File: src/rtl/conv_pkg.sv
package conv_pkg;
    typedef enum logic [1:0] {ST_IDLE, ST_SCAN, ST_DRAIN, ST_DONE} conv_state_t;

    localparam int KN = 9;      // window taps
    localparam int KCTR = 4;    // index of centre tap (row-major 3x3)

    function automatic int coef(input int k);
        return (k == KCTR) ? 8 : -1;
    endfunction
endpackage

File: src/rtl/conv_window.sv
module conv_window
    import conv_pkg::*;
#(
    parameter int W  = 20,
    parameter int H  = 20,
    parameter int DW = 32,
    localparam int CW = $clog2(W),
    localparam int RW = $clog2(H)
) (
    input  logic          clk,
    input  logic          rst,
    input  logic          adv,
    input  logic          rd,
    input  logic [DW-1:0] pix,
    input  logic [CW-1:0] col,
    input  logic [RW-1:0] row,
    output logic [DW-1:0] win [KN],
    output logic          win_vld
);
    localparam int LINES = 2;

    logic [DW-1:0] lbuf [LINES][W];
    logic [DW-1:0] newc [3];

    // Line storage: line 0 is two rows back, line 1 one row back.
    for (genvar l = 0; l < LINES; l++) begin : g_line
        always_ff @(posedge clk) begin
            if (rd) begin
                if (l == LINES - 1) lbuf[l][col] <= pix;
                else                lbuf[l][col] <= lbuf[l+1][col];
            end
        end
    end

    always_comb begin
        newc[0] = lbuf[0][col];
        newc[1] = lbuf[1][col];
        newc[2] = pix;
    end

    // Window: win[r*3+c], r=2 newest row, c=2 newest column.
    for (genvar r = 0; r < 3; r++) begin : g_wrow
        always_ff @(posedge clk) begin
            if (rst) begin
                win[r*3+0] <= '0;
                win[r*3+1] <= '0;
                win[r*3+2] <= '0;
            end else if (adv && rd) begin
                win[r*3+0] <= win[r*3+1];
                win[r*3+1] <= win[r*3+2];
                win[r*3+2] <= newc[r];
            end
        end
    end

    always_ff @(posedge clk) begin
        if (rst)      win_vld <= 1'b0;
        else if (adv) win_vld <= rd && (row >= RW'(2)) && (col >= CW'(2));
    end
endmodule

File: src/rtl/conv_mac.sv
module conv_mac
    import conv_pkg::*;
#(
    parameter int DW  = 32,
    parameter int LAT = 2
) (
    input  logic          clk,
    input  logic          rst,
    input  logic          adv,
    input  logic [DW-1:0] win [KN],
    input  logic          vin,
    output logic [DW-1:0] od,
    output logic          ov,
    output logic          tail_only
);
    logic [DW-1:0] acc;
    logic [DW-1:0] pd [LAT];
    logic [LAT-1:0] pv;
    logic [LAT:0]  allv;

    always_comb begin
        acc = '0;
        for (int k = 0; k < KN; k++) begin
            acc = acc + DW'(coef(k)) * win[k];
        end
    end

    for (genvar i = 0; i < LAT; i++) begin : g_stage
        always_ff @(posedge clk) begin
            if (rst) begin
                pv[i] <= 1'b0;
                pd[i] <= '0;
            end else if (adv) begin
                if (i == 0) begin
                    pv[i] <= vin;
                    pd[i] <= acc;
                end else begin
                    pv[i] <= pv[(i == 0) ? 0 : i-1];
                    pd[i] <= pd[(i == 0) ? 0 : i-1];
                end
            end
        end
    end

    always_comb begin
        allv      = {pv, vin};
        tail_only = ~|allv[LAT-1:0];
        od        = pd[LAT-1];
        ov        = pv[LAT-1];
    end
endmodule

File: src/rtl/conv_ctrl.sv
module conv_ctrl
    import conv_pkg::*;
#(
    parameter int W = 20,
    parameter int H = 20,
    localparam int CW   = $clog2(W),
    localparam int RW   = $clog2(H),
    localparam int NPIX = W * H,
    localparam int NW   = $clog2(NPIX)
) (
    input  logic          clk,
    input  logic          rst,
    input  logic          start,
    input  logic          cont,
    input  logic          in_nempty,
    input  logic          out_nfull,
    input  logic          tail_only,
    output logic          rd,
    output logic          adv,
    output logic [CW-1:0] col,
    output logic [RW-1:0] row,
    output logic          done,
    output logic          idle,
    output logic          ready
);
    conv_state_t state, nstate;
    logic [NW-1:0] cnt;
    logic          last_pix;

    assign last_pix = (cnt == NW'(NPIX - 1));

    always_ff @(posedge clk) begin
        if (rst) state <= ST_IDLE;
        else     state <= nstate;
    end

    always_comb begin
        nstate = state;
        unique case (state)
            ST_IDLE:  if (start)              nstate = ST_SCAN;
            ST_SCAN:  if (rd && last_pix)     nstate = ST_DRAIN;
            ST_DRAIN: if (adv && tail_only)   nstate = ST_DONE;
            ST_DONE:  if (cont)               nstate = ST_IDLE;
            default:                          nstate = ST_IDLE;
        endcase
    end

    always_comb begin
        rd = 1'b0; adv = 1'b0; done = 1'b0; idle = 1'b0; ready = 1'b0;
        unique case (state)
            ST_IDLE:  idle = 1'b1;
            ST_SCAN: begin
                rd    = in_nempty && out_nfull;
                adv   = rd;
                ready = rd && last_pix;
            end
            ST_DRAIN: adv = out_nfull;
            ST_DONE: begin
                done = 1'b1;
                idle = 1'b1;
            end
            default: idle = 1'b1;
        endcase
    end

    always_ff @(posedge clk) begin
        if (rst || state == ST_IDLE) begin
            cnt <= '0;
            col <= '0;
            row <= '0;
        end else if (rd) begin
            cnt <= cnt + 1'b1;
            if (col == CW'(W - 1)) begin
                col <= '0;
                row <= row + 1'b1;
            end else begin
                col <= col + 1'b1;
            end
        end
    end
endmodule

File: src/rtl/conv_stream.sv
module conv_stream
    import conv_pkg::*;
#(
    parameter int W   = 20,
    parameter int H   = 20,
    parameter int DW  = 32,
    parameter int LAT = 2
) (
    input  logic          clk,
    input  logic          rst,
    input  logic          start,
    input  logic          cont,
    output logic          done,
    output logic          idle,
    output logic          ready,
    input  logic [DW-1:0] in_data,
    input  logic          in_nempty,
    output logic          in_rd,
    output logic [DW-1:0] out_data,
    input  logic          out_nfull,
    output logic          out_wr
);
    localparam int CW = $clog2(W);
    localparam int RW = $clog2(H);

    logic          adv, tail_only, win_vld, res_vld;
    logic [CW-1:0] col;
    logic [RW-1:0] row;
    logic [DW-1:0] win [KN];

    conv_ctrl #(.W(W), .H(H)) u_ctrl (
        .clk(clk), .rst(rst), .start(start), .cont(cont),
        .in_nempty(in_nempty), .out_nfull(out_nfull), .tail_only(tail_only),
        .rd(in_rd), .adv(adv), .col(col), .row(row),
        .done(done), .idle(idle), .ready(ready)
    );

    conv_window #(.W(W), .H(H), .DW(DW)) u_win (
        .clk(clk), .rst(rst), .adv(adv), .rd(in_rd), .pix(in_data),
        .col(col), .row(row), .win(win), .win_vld(win_vld)
    );

    conv_mac #(.DW(DW), .LAT(LAT)) u_mac (
        .clk(clk), .rst(rst), .adv(adv), .win(win), .vin(win_vld),
        .od(out_data), .ov(res_vld), .tail_only(tail_only)
    );

    assign out_wr = adv && res_vld;
endmodule

File: config.mk
export PLATFORM = sky130hd
export DESIGN_NAME = conv_stream
export DESIGN_NICKNAME = d
export VERILOG_FILES = /design/src/rtl/conv_pkg.sv /design/src/rtl/conv_window.sv /design/src/rtl/conv_mac.sv /design/src/rtl/conv_ctrl.sv /design/src/rtl/conv_stream.sv
export SDC_FILE = /design/constraint.sdc
export NUM_CORES = 2
export LEC_CHECK = 0
export BUFFER_PORTS_ARGS = -buffer_cell sky130_fd_sc_hd__buf_2
export CAP_MARGIN = 5
export CORE_AREA = 2 2 254 507
export CTS_BUF_LIST = sky130_fd_sc_hd__clkbuf_8
export CTS_CLUSTER_SIZE = 28
export DETAILED_ROUTE_END_ITERATION = 8
export DIE_AREA = 0 0 256 509
export PLACE_DENSITY = 0.8
export SYNTH_ARGS = -nofsm -noshare
export SYNTH_HDL_FRONTEND = slang
export SYNTH_SLANG_ARGS = --single-unit
export TNS_END_PERCENT = 10
File: constraint.sdc
create_clock -name clk -period 13.31 [get_ports clk]
set_input_delay 0.6655 -clock clk [delete_from_list [all_inputs] [get_ports clk]]
set_output_delay 0.6655 -clock clk [all_outputs]
set_load 0.02 [all_outputs]
# Word-level counts from Yosys, hierarchy flattened
# Memory sizes are Yosys's and may differ from the RTL's.
# Index checks and enable logic that the tools add are counted.
[classes]
muxes = 28
n_lt_le_gt_ge = 4
bitwise_logic = 3
eq_ne = 9
add_sub_neg = 11
n_reduce_logical = 16
n_mul = 8
[ops]
columns = ["operator", "n"]
rows = [
  ["$mux W640", 1],
  ["$bmux W32 S5", 2],
  ["$add A32 B32 Y32", 8],
  ["$mul A1 B32 Y32 const A", 8],
  ["$mux W32", 7],
  ["$demux W32 S5", 1],
  ["$add A5 B1 Y5 const B", 2],
  ["$ge A5 B2 Y1 const B", 2],
  ["$mux W1", 10],
  ["$add A9 B1 Y9 const B", 1],
  ["$eq A9 B9 Y1 const B", 1],
  ["$logic_and A1 B1 Y1", 9],
  ["$mux W2", 4],
  ["$pmux W2 S4", 1],
  ["$ge A6 B6 Y1 const B", 1],
  ["$lt A6 B1 Y1 const B", 1],
  ["$not A5 Y6", 1],
  ["$eq A5 B5 Y1 const B", 1],
  ["$mux W5", 1],
  ["$eq A2 B2 Y1 const B", 2],
  ["$ne A2 B1 Y1 const B", 2],
  ["$ne A2 B2 Y1 const B", 2],
  ["$reduce_and A4 Y1", 1],
  ["$reduce_or A2 Y1", 2],
  ["other kinds (7)", 8],
]
[word_totals]
out_inout_bits = 37
ram_bits = 1344
n_memories = 2
word_cells = 97
ff_bits = 312
in_bits = 38
[mem_list]
columns = ["name", "words", "width", "rd", "rd_ports_with_merged_regs", "write_ports", "line_no", "text"]
rows = [
  ["u_win.lbuf", 2, 640, 2, 0, 2, "conv_window.sv:22", "logic [DW-1:0] lbuf [LINES][W];"],
  ["u_mac.pd", 2, 32, 2, 0, 2, "conv_mac.sv:17", "logic [DW-1:0] pd [LAT];"],
]

# Longest topological paths before layout
[logic_depth]
word_depth = 10
ltp_mapped = 18
mapped_depth_nobuf = 18

# By module
# A second synthesis with hierarchy kept.
[unflattened]
cells_unflattened = 4605
area_unflattened_um2 = 69459.1
[modules_own_cells]
columns = ["module", "instances", "seq_area_each_um2", "area_each_um2", "cells_each"]
rows = [
  ["conv_window", 1, 44222.4, 58387.2, 3467],
  ["conv_mac", 1, 1961.9, 10005.8, 1015],
  ["conv_ctrl", 1, 420.4, 1059.8, 122],
  ["conv_stream", 1, 0.0, 6.3, 1],
]

# Worst setup path after synthesis
# OpenSTA, ideal clock, no wires.
[synth_timing]
path_kind = "register to register"
start = "reg u_ctrl.col[3]"
end = "mem u_win.lbuf[0][128] (netlist name), enable pin"
synth_period_minus_slack_ps = 6194
path_buffers = 3
required_time_ps = 12746
slack_ps = 7116
path_stages_with_launch = 6
arrival_ps = 5630
path_cell_list = "dfxtp_1 > inv_1 > buf_2 > buf_1 > buf_1 > nor3_1"
[synth_rtl]
columns = ["element", "line_no", "text"]
rows = [
  ["from (decl)", "conv_ctrl.sv:20", "output logic [CW-1:0] col,"],
  ["from (signal assigned)", "conv_ctrl.sv:77", "col <= col + 1'b1;"],
  ["to (decl)", "conv_window.sv:22", ""],
]

==> impl_metrics.prom <==
# TYPE chip_impl_metric gauge
chip_impl_info{name="critical_path.top_delay_family",value="adder cells"} 1
chip_impl_metric{name="postSynth.asyncResetShare",unit="%"} 0
chip_impl_metric{name="finalHoldViolations",unit=""} 0
chip_impl_metric{name="yosys_warnings",unit=""} 0
chip_impl_metric{name="footprint_of_the_multi_input_gates",unit="sq mm"} 0.0203
chip_impl_metric{name="drt-wirelength-per-cell",unit="um"} 24.8
chip_impl_metric{name="synth-edff-count",unit=""} 1344
chip_impl_metric{name="final_replace_weighted_congestion",unit=""} 0.841
chip_impl_metric{name="syn_inst",unit=""} 4386
chip_impl_metric{name="postSynthRegisterBits",unit=""} 1656
chip_impl_metric{name="gr-total-overflow",unit=""} 0
chip_impl_metric{name="place.detailed.hpwl",unit="um"} 93200
chip_impl_metric{name="min_period",unit="ns"} 5.26
chip_impl_metric{name="post_synth_design_cell_area",unit="sq mm"} 0.0691
chip_impl_info{name="worstSetupEndpointType",value="flop"} 1
chip_impl_metric{name="grt_pass1_vias",unit=""} 39478
chip_impl_metric{name="num-nets-final",unit=""} 4824
chip_impl_metric{name="post_cts_resize_count",unit=""} 0
chip_impl_metric{name="wl_met1",unit="um"} 53000
chip_impl_metric{name="drt-pass1-iter-count",unit=""} 6
chip_impl_metric{name="grt_max_degree",unit=""} 202
chip_impl_metric{name="synth_seq_area_share",unit="%"} 67.4
chip_impl_metric{name="cts_made_buffers",unit=""} 201
chip_impl_info{name="cts.root.buffer_cell",value="sky130_fd_sc_hd__clkbuf_8"} 1
chip_impl_metric{name="cp_data_required_time",unit="ns"} 13.96
chip_impl_metric{name="met2_wirelength",unit="um"} 85600
chip_impl_metric{name="initial_core_util",unit="%"} 54.6
chip_impl_metric{name="dr_wl_met3",unit="um"} 12400
chip_impl_metric{name="regArea",unit="sq mm"} 0.0466
chip_impl_metric{name="post_synth_num_cell_types",unit=""} 60
chip_impl_metric{name="antenna_found_initial",unit=""} 11
chip_impl_metric{name="timing_worst_slew_pin_value",unit="ns"} 1.30
chip_impl_metric{name="seq_power_share",unit="%"} 51.6
chip_impl_metric{name="cell_internal_pwr",unit="uW"} 8150
chip_impl_info{name="timing.setup.critical_path_class",value="reg -> reg"} 1
chip_impl_info{name="timing.hold.worst.class",value="in -> reg"} 1
chip_impl_metric{name="number_of_filler_instances_in_the_final_layout",unit=""} 8892
chip_impl_info{name="result_of_the_run",value="finished, final reports clean"} 1
chip_impl_metric{name="power_frac_comb",unit="%"} 16.0
chip_impl_metric{name="grt_pass1_wl",unit="um"} 237000
chip_impl_metric{name="coreArea",unit="sq mm"} 0.127
chip_impl_metric{name="dr_vias",unit=""} 38059
chip_impl_metric{name="post-route-drc-count",unit=""} 0
chip_impl_metric{name="route.detailed.vias_per_inst",unit=""} 5.96
chip_impl_metric{name="detailedRoute.firstIterationViolations",unit=""} 4112
chip_impl_info{name="ys.flop_type",value="sky130_fd_sc_hd__edfxtp_1"} 1
chip_impl_info{name="rsz_0062_raised_after_global_routing",value="false"} 1
chip_impl_metric{name="global_route.usage.total",unit="%"} 24.5
chip_impl_metric{name="synth.net_count",unit=""} 4684
chip_impl_metric{name="dieArea",unit="sq mm"} 0.130
chip_impl_metric{name="timing_max_transition_violations_final",unit=""} 0
chip_impl_info{name="worst_setup_path_start_kind",value="flop"} 1
chip_impl_metric{name="wl",unit="um"} 158000
chip_impl_metric{name="core_rows",unit=""} 185
chip_impl_metric{name="worstPathMaxFanout",unit=""} 6
chip_impl_metric{name="clkSinkCount",unit=""} 1656
chip_impl_info{name="top_metal_used",value="met5"} 1
chip_impl_metric{name="achievable_clock_frequency",unit="MHz"} 190
chip_impl_metric{name="period_share",unit="%"} 39.6
chip_impl_metric{name="place.port_buffers",unit=""} 74
chip_impl_metric{name="fin_skew",unit="ns"} 0.0295
chip_impl_info{name="crit_chain",value="inv_1, fa_1, fa_1, fa_1, inv_1, fa_1, inv_1, ha_1, a21oi_1, nor3_1, a31oi_1, a41oi_2, a41o_2, a2111oi_1, or4_1, nand2_1"} 1
chip_impl_metric{name="power.switching",unit="uW"} 2930
chip_impl_metric{name="clk_pin_slew_worst_paths",unit="ns"} 0.07
chip_impl_metric{name="critical_path_max_stage_delay",unit="ns"} 0.56
chip_impl_metric{name="die_width",unit="um"} 256
chip_impl_metric{name="power.ir.vdd_worst",unit="V"} 0.0000947
chip_impl_metric{name="area.growth.synth_to_final",unit="%"} 9.48
chip_impl_metric{name="static-leakage-power",unit="uW"} 0.0250
chip_impl_metric{name="drive_gt1_share",unit="%"} 17.2
chip_impl_metric{name="post_synth.cell_area_avg",unit="sq um"} 15.8
chip_impl_metric{name="power.density",unit="mW/mm^2"} 147
chip_impl_metric{name="clock_latency",unit="ns"} 0.90
chip_impl_metric{name="post_cts.repair.setup_buffers",unit=""} 0
chip_impl_metric{name="post_route_total_power",unit="uW"} 11100
chip_impl_metric{name="max-cap-violations",unit=""} 0
chip_impl_info{name="worst_path_max_delay_cell",value="sky130_fd_sc_hd__fa_1"} 1
chip_impl_metric{name="net_switching_share_of_the_total_power",unit="%"} 26.5
chip_impl_info{name="cts_tree",value="done"} 1
chip_impl_metric{name="max-clock-path-buffers",unit=""} 3
chip_impl_metric{name="design.portCount",unit=""} 75
chip_impl_metric{name="number_of_h_tree_levels",unit=""} 4
chip_impl_metric{name="ant_nets",unit=""} 0
chip_impl_metric{name="critical_path_arrival",unit="ns"} 5.92
chip_impl_metric{name="slew_headroom",unit="%"} 12.7
chip_impl_info{name="most_frequent_cell_on_the_critical_path",value="sky130_fd_sc_hd__fa_1"} 1
chip_impl_metric{name="post_cts_hold_buffer_count",unit=""} 0
chip_impl_metric{name="pwr-share-clk",unit="%"} 32.4
chip_impl_metric{name="floorplan.die.height",unit="um"} 509
chip_impl_metric{name="tns",unit="ns"} 0
chip_impl_metric{name="holdWs",unit="ns"} 0.175
chip_impl_metric{name="timing.critical_path.buf_inv",unit=""} 3
chip_impl_metric{name="report.final.setup_viol",unit=""} 0
## power groups by stage
stage	logic, uW	registers [uW]	clock network, uW
3_5_place_dp	1760	5840	0
3_3_place_gp	1720	5830	0
4_1_cts	1760	5720	3640
6_report	1770	5720	3590
2_1_floorplan	1280	5840	0
5_1_grt	1950	5730	3820
## state kept, by name, indices dropped and copies added (netlist names)
name,cells
u_ctrl.cnt,9
u_win.win_vld,1
u_ctrl.row,5
u_ctrl.col,5
u_mac.ov,1
u_ctrl.state,2
u_win.lbuf,1280
u_mac.allv,1
u_win.win,288
u_mac.pd,64
## per-stage QoR
stage                     instance area (sq um)  std cells  utilization, %  setup slack (ns)
after floorplan                           69100       4386               -              7.12
after global placement                    71500       6000            56.5              7.93
after detailed placement                  71500       6000            56.5              7.74
after CTS                                 75600       6376            59.7              7.72
after global routing                      75700       6383            59.8              7.61
final                                     75700       6383            59.8              8.05
## cells in the mapped netlist (all sizes together) (6+ instances only)
library cell     n  share of area, %
a2111oi         28              0.37
a211oi          31              0.34
a21o            15              0.16
a21oi          321               2.3
a22oi            7             0.076
a32o            26              0.38
and2            38              0.34
and3            11              0.10
buf             63              0.43
clkbuf         165              0.90
dfxtp          312               9.0
edfxtp        1344                58
fa             210               6.1
ha              50              0.91
inv            399               2.2
mux2i           73               1.1
mux4           320                10
nand2          595               3.2
nand2b          41              0.37
nand3           20              0.14
nand4            8             0.072
nor2            80              0.43
nor3            23              0.17
o2111ai          7             0.089
o21ai           64              0.46
o22ai           33              0.30
or3              6             0.054
xnor2           34              0.43
xor2            13              0.16
## placed cells by master (no fill, tap or decap), types with 29 or more instances in the layout
master,synthesis,final
sky130_fd_sc_hd__a211oi_1,30,30
sky130_fd_sc_hd__a21oi_1,321,321
sky130_fd_sc_hd__and2_1,38,34
sky130_fd_sc_hd__buf_2,41,73
sky130_fd_sc_hd__buf_4,3,86
sky130_fd_sc_hd__clkbuf_8,0,212
sky130_fd_sc_hd__clkinv_1,0,41
sky130_fd_sc_hd__clkinv_2,0,32
sky130_fd_sc_hd__dfxtp_1,312,307
sky130_fd_sc_hd__edfxtp_1,1344,1344
sky130_fd_sc_hd__fa_1,210,210
sky130_fd_sc_hd__ha_1,50,50
sky130_fd_sc_hd__inv_1,399,461
sky130_fd_sc_hd__mux2i_1,73,73
sky130_fd_sc_hd__mux4_2,320,320
sky130_fd_sc_hd__nand2_1,595,595
sky130_fd_sc_hd__nand2b_1,41,40
sky130_fd_sc_hd__nor2_1,80,66
sky130_fd_sc_hd__o21ai_0,61,29
sky130_fd_sc_hd__o22ai_1,33,33
sky130_fd_sc_hd__xnor2_1,34,34
## area by class of cell
cell class	instances	share of cell area (%)
timing repair buffer	165	1.48
clock inverter	164	1.49
clock buffer	212	3.86
tap	1683	2.78
inverter	399	1.99
multi-input combinational	2103	26.8
antenna	1	0.00331
sequential	1656	61.6
## metal layers
| metal | up-vias | global-route usage, % |
|---|---|---|
| li1 | 16361 | - |
| met1 | 19239 | 28.3 |
| met2 | 1986 | 44.7 |
| met3 | 465 | 3.83 |
| met4 | 8 | 11.4 |
| met5 | - | 0 |
## path summary, 6_finish.rpt
path,startpoint,to,slack (ns),depth (start not counted)
max,u_win.win[6]$_SDFFE_PP0P_,u_mac.pd[0][24]$_SDFFCE_PN0P_,8.05,16
max reg2reg,u_win.win[6]$_SDFFE_PP0P_,u_mac.pd[0][24]$_SDFFCE_PN0P_,8.05,16
min reg2reg,u_win.win[210]$_SDFFE_PP0P_,u_win.win[242]$_SDFFE_PP0P_,0.43,2
min,in_data[28],u_win.lbuf[0][828]$_DFFE_PP_,0.18,1
## worst reg2reg max path: cells and delay by family (launching register included)
family                   cells  cell delay (ns)
AO/OA/AOI/OAI                5             1.79
AND/OR/NAND/NOR              3             0.32
buffers and inverters        3             0.17
adder cells (fa/ha/maj)      5             2.42
flip-flops                   1             0.35
## cell families after synthesis
kind of cell	share of synthesized area [%]
xor gates and xnor gates	0.596
DFF	67.4
adders and majority gates	6.99
AOI/OAI and AO/OA	4.85
and+or+nand+nor	5.15
muxes	11.5
buffers and inverters	3.50
Note: power is estimated with default switching activity, not from simulation.
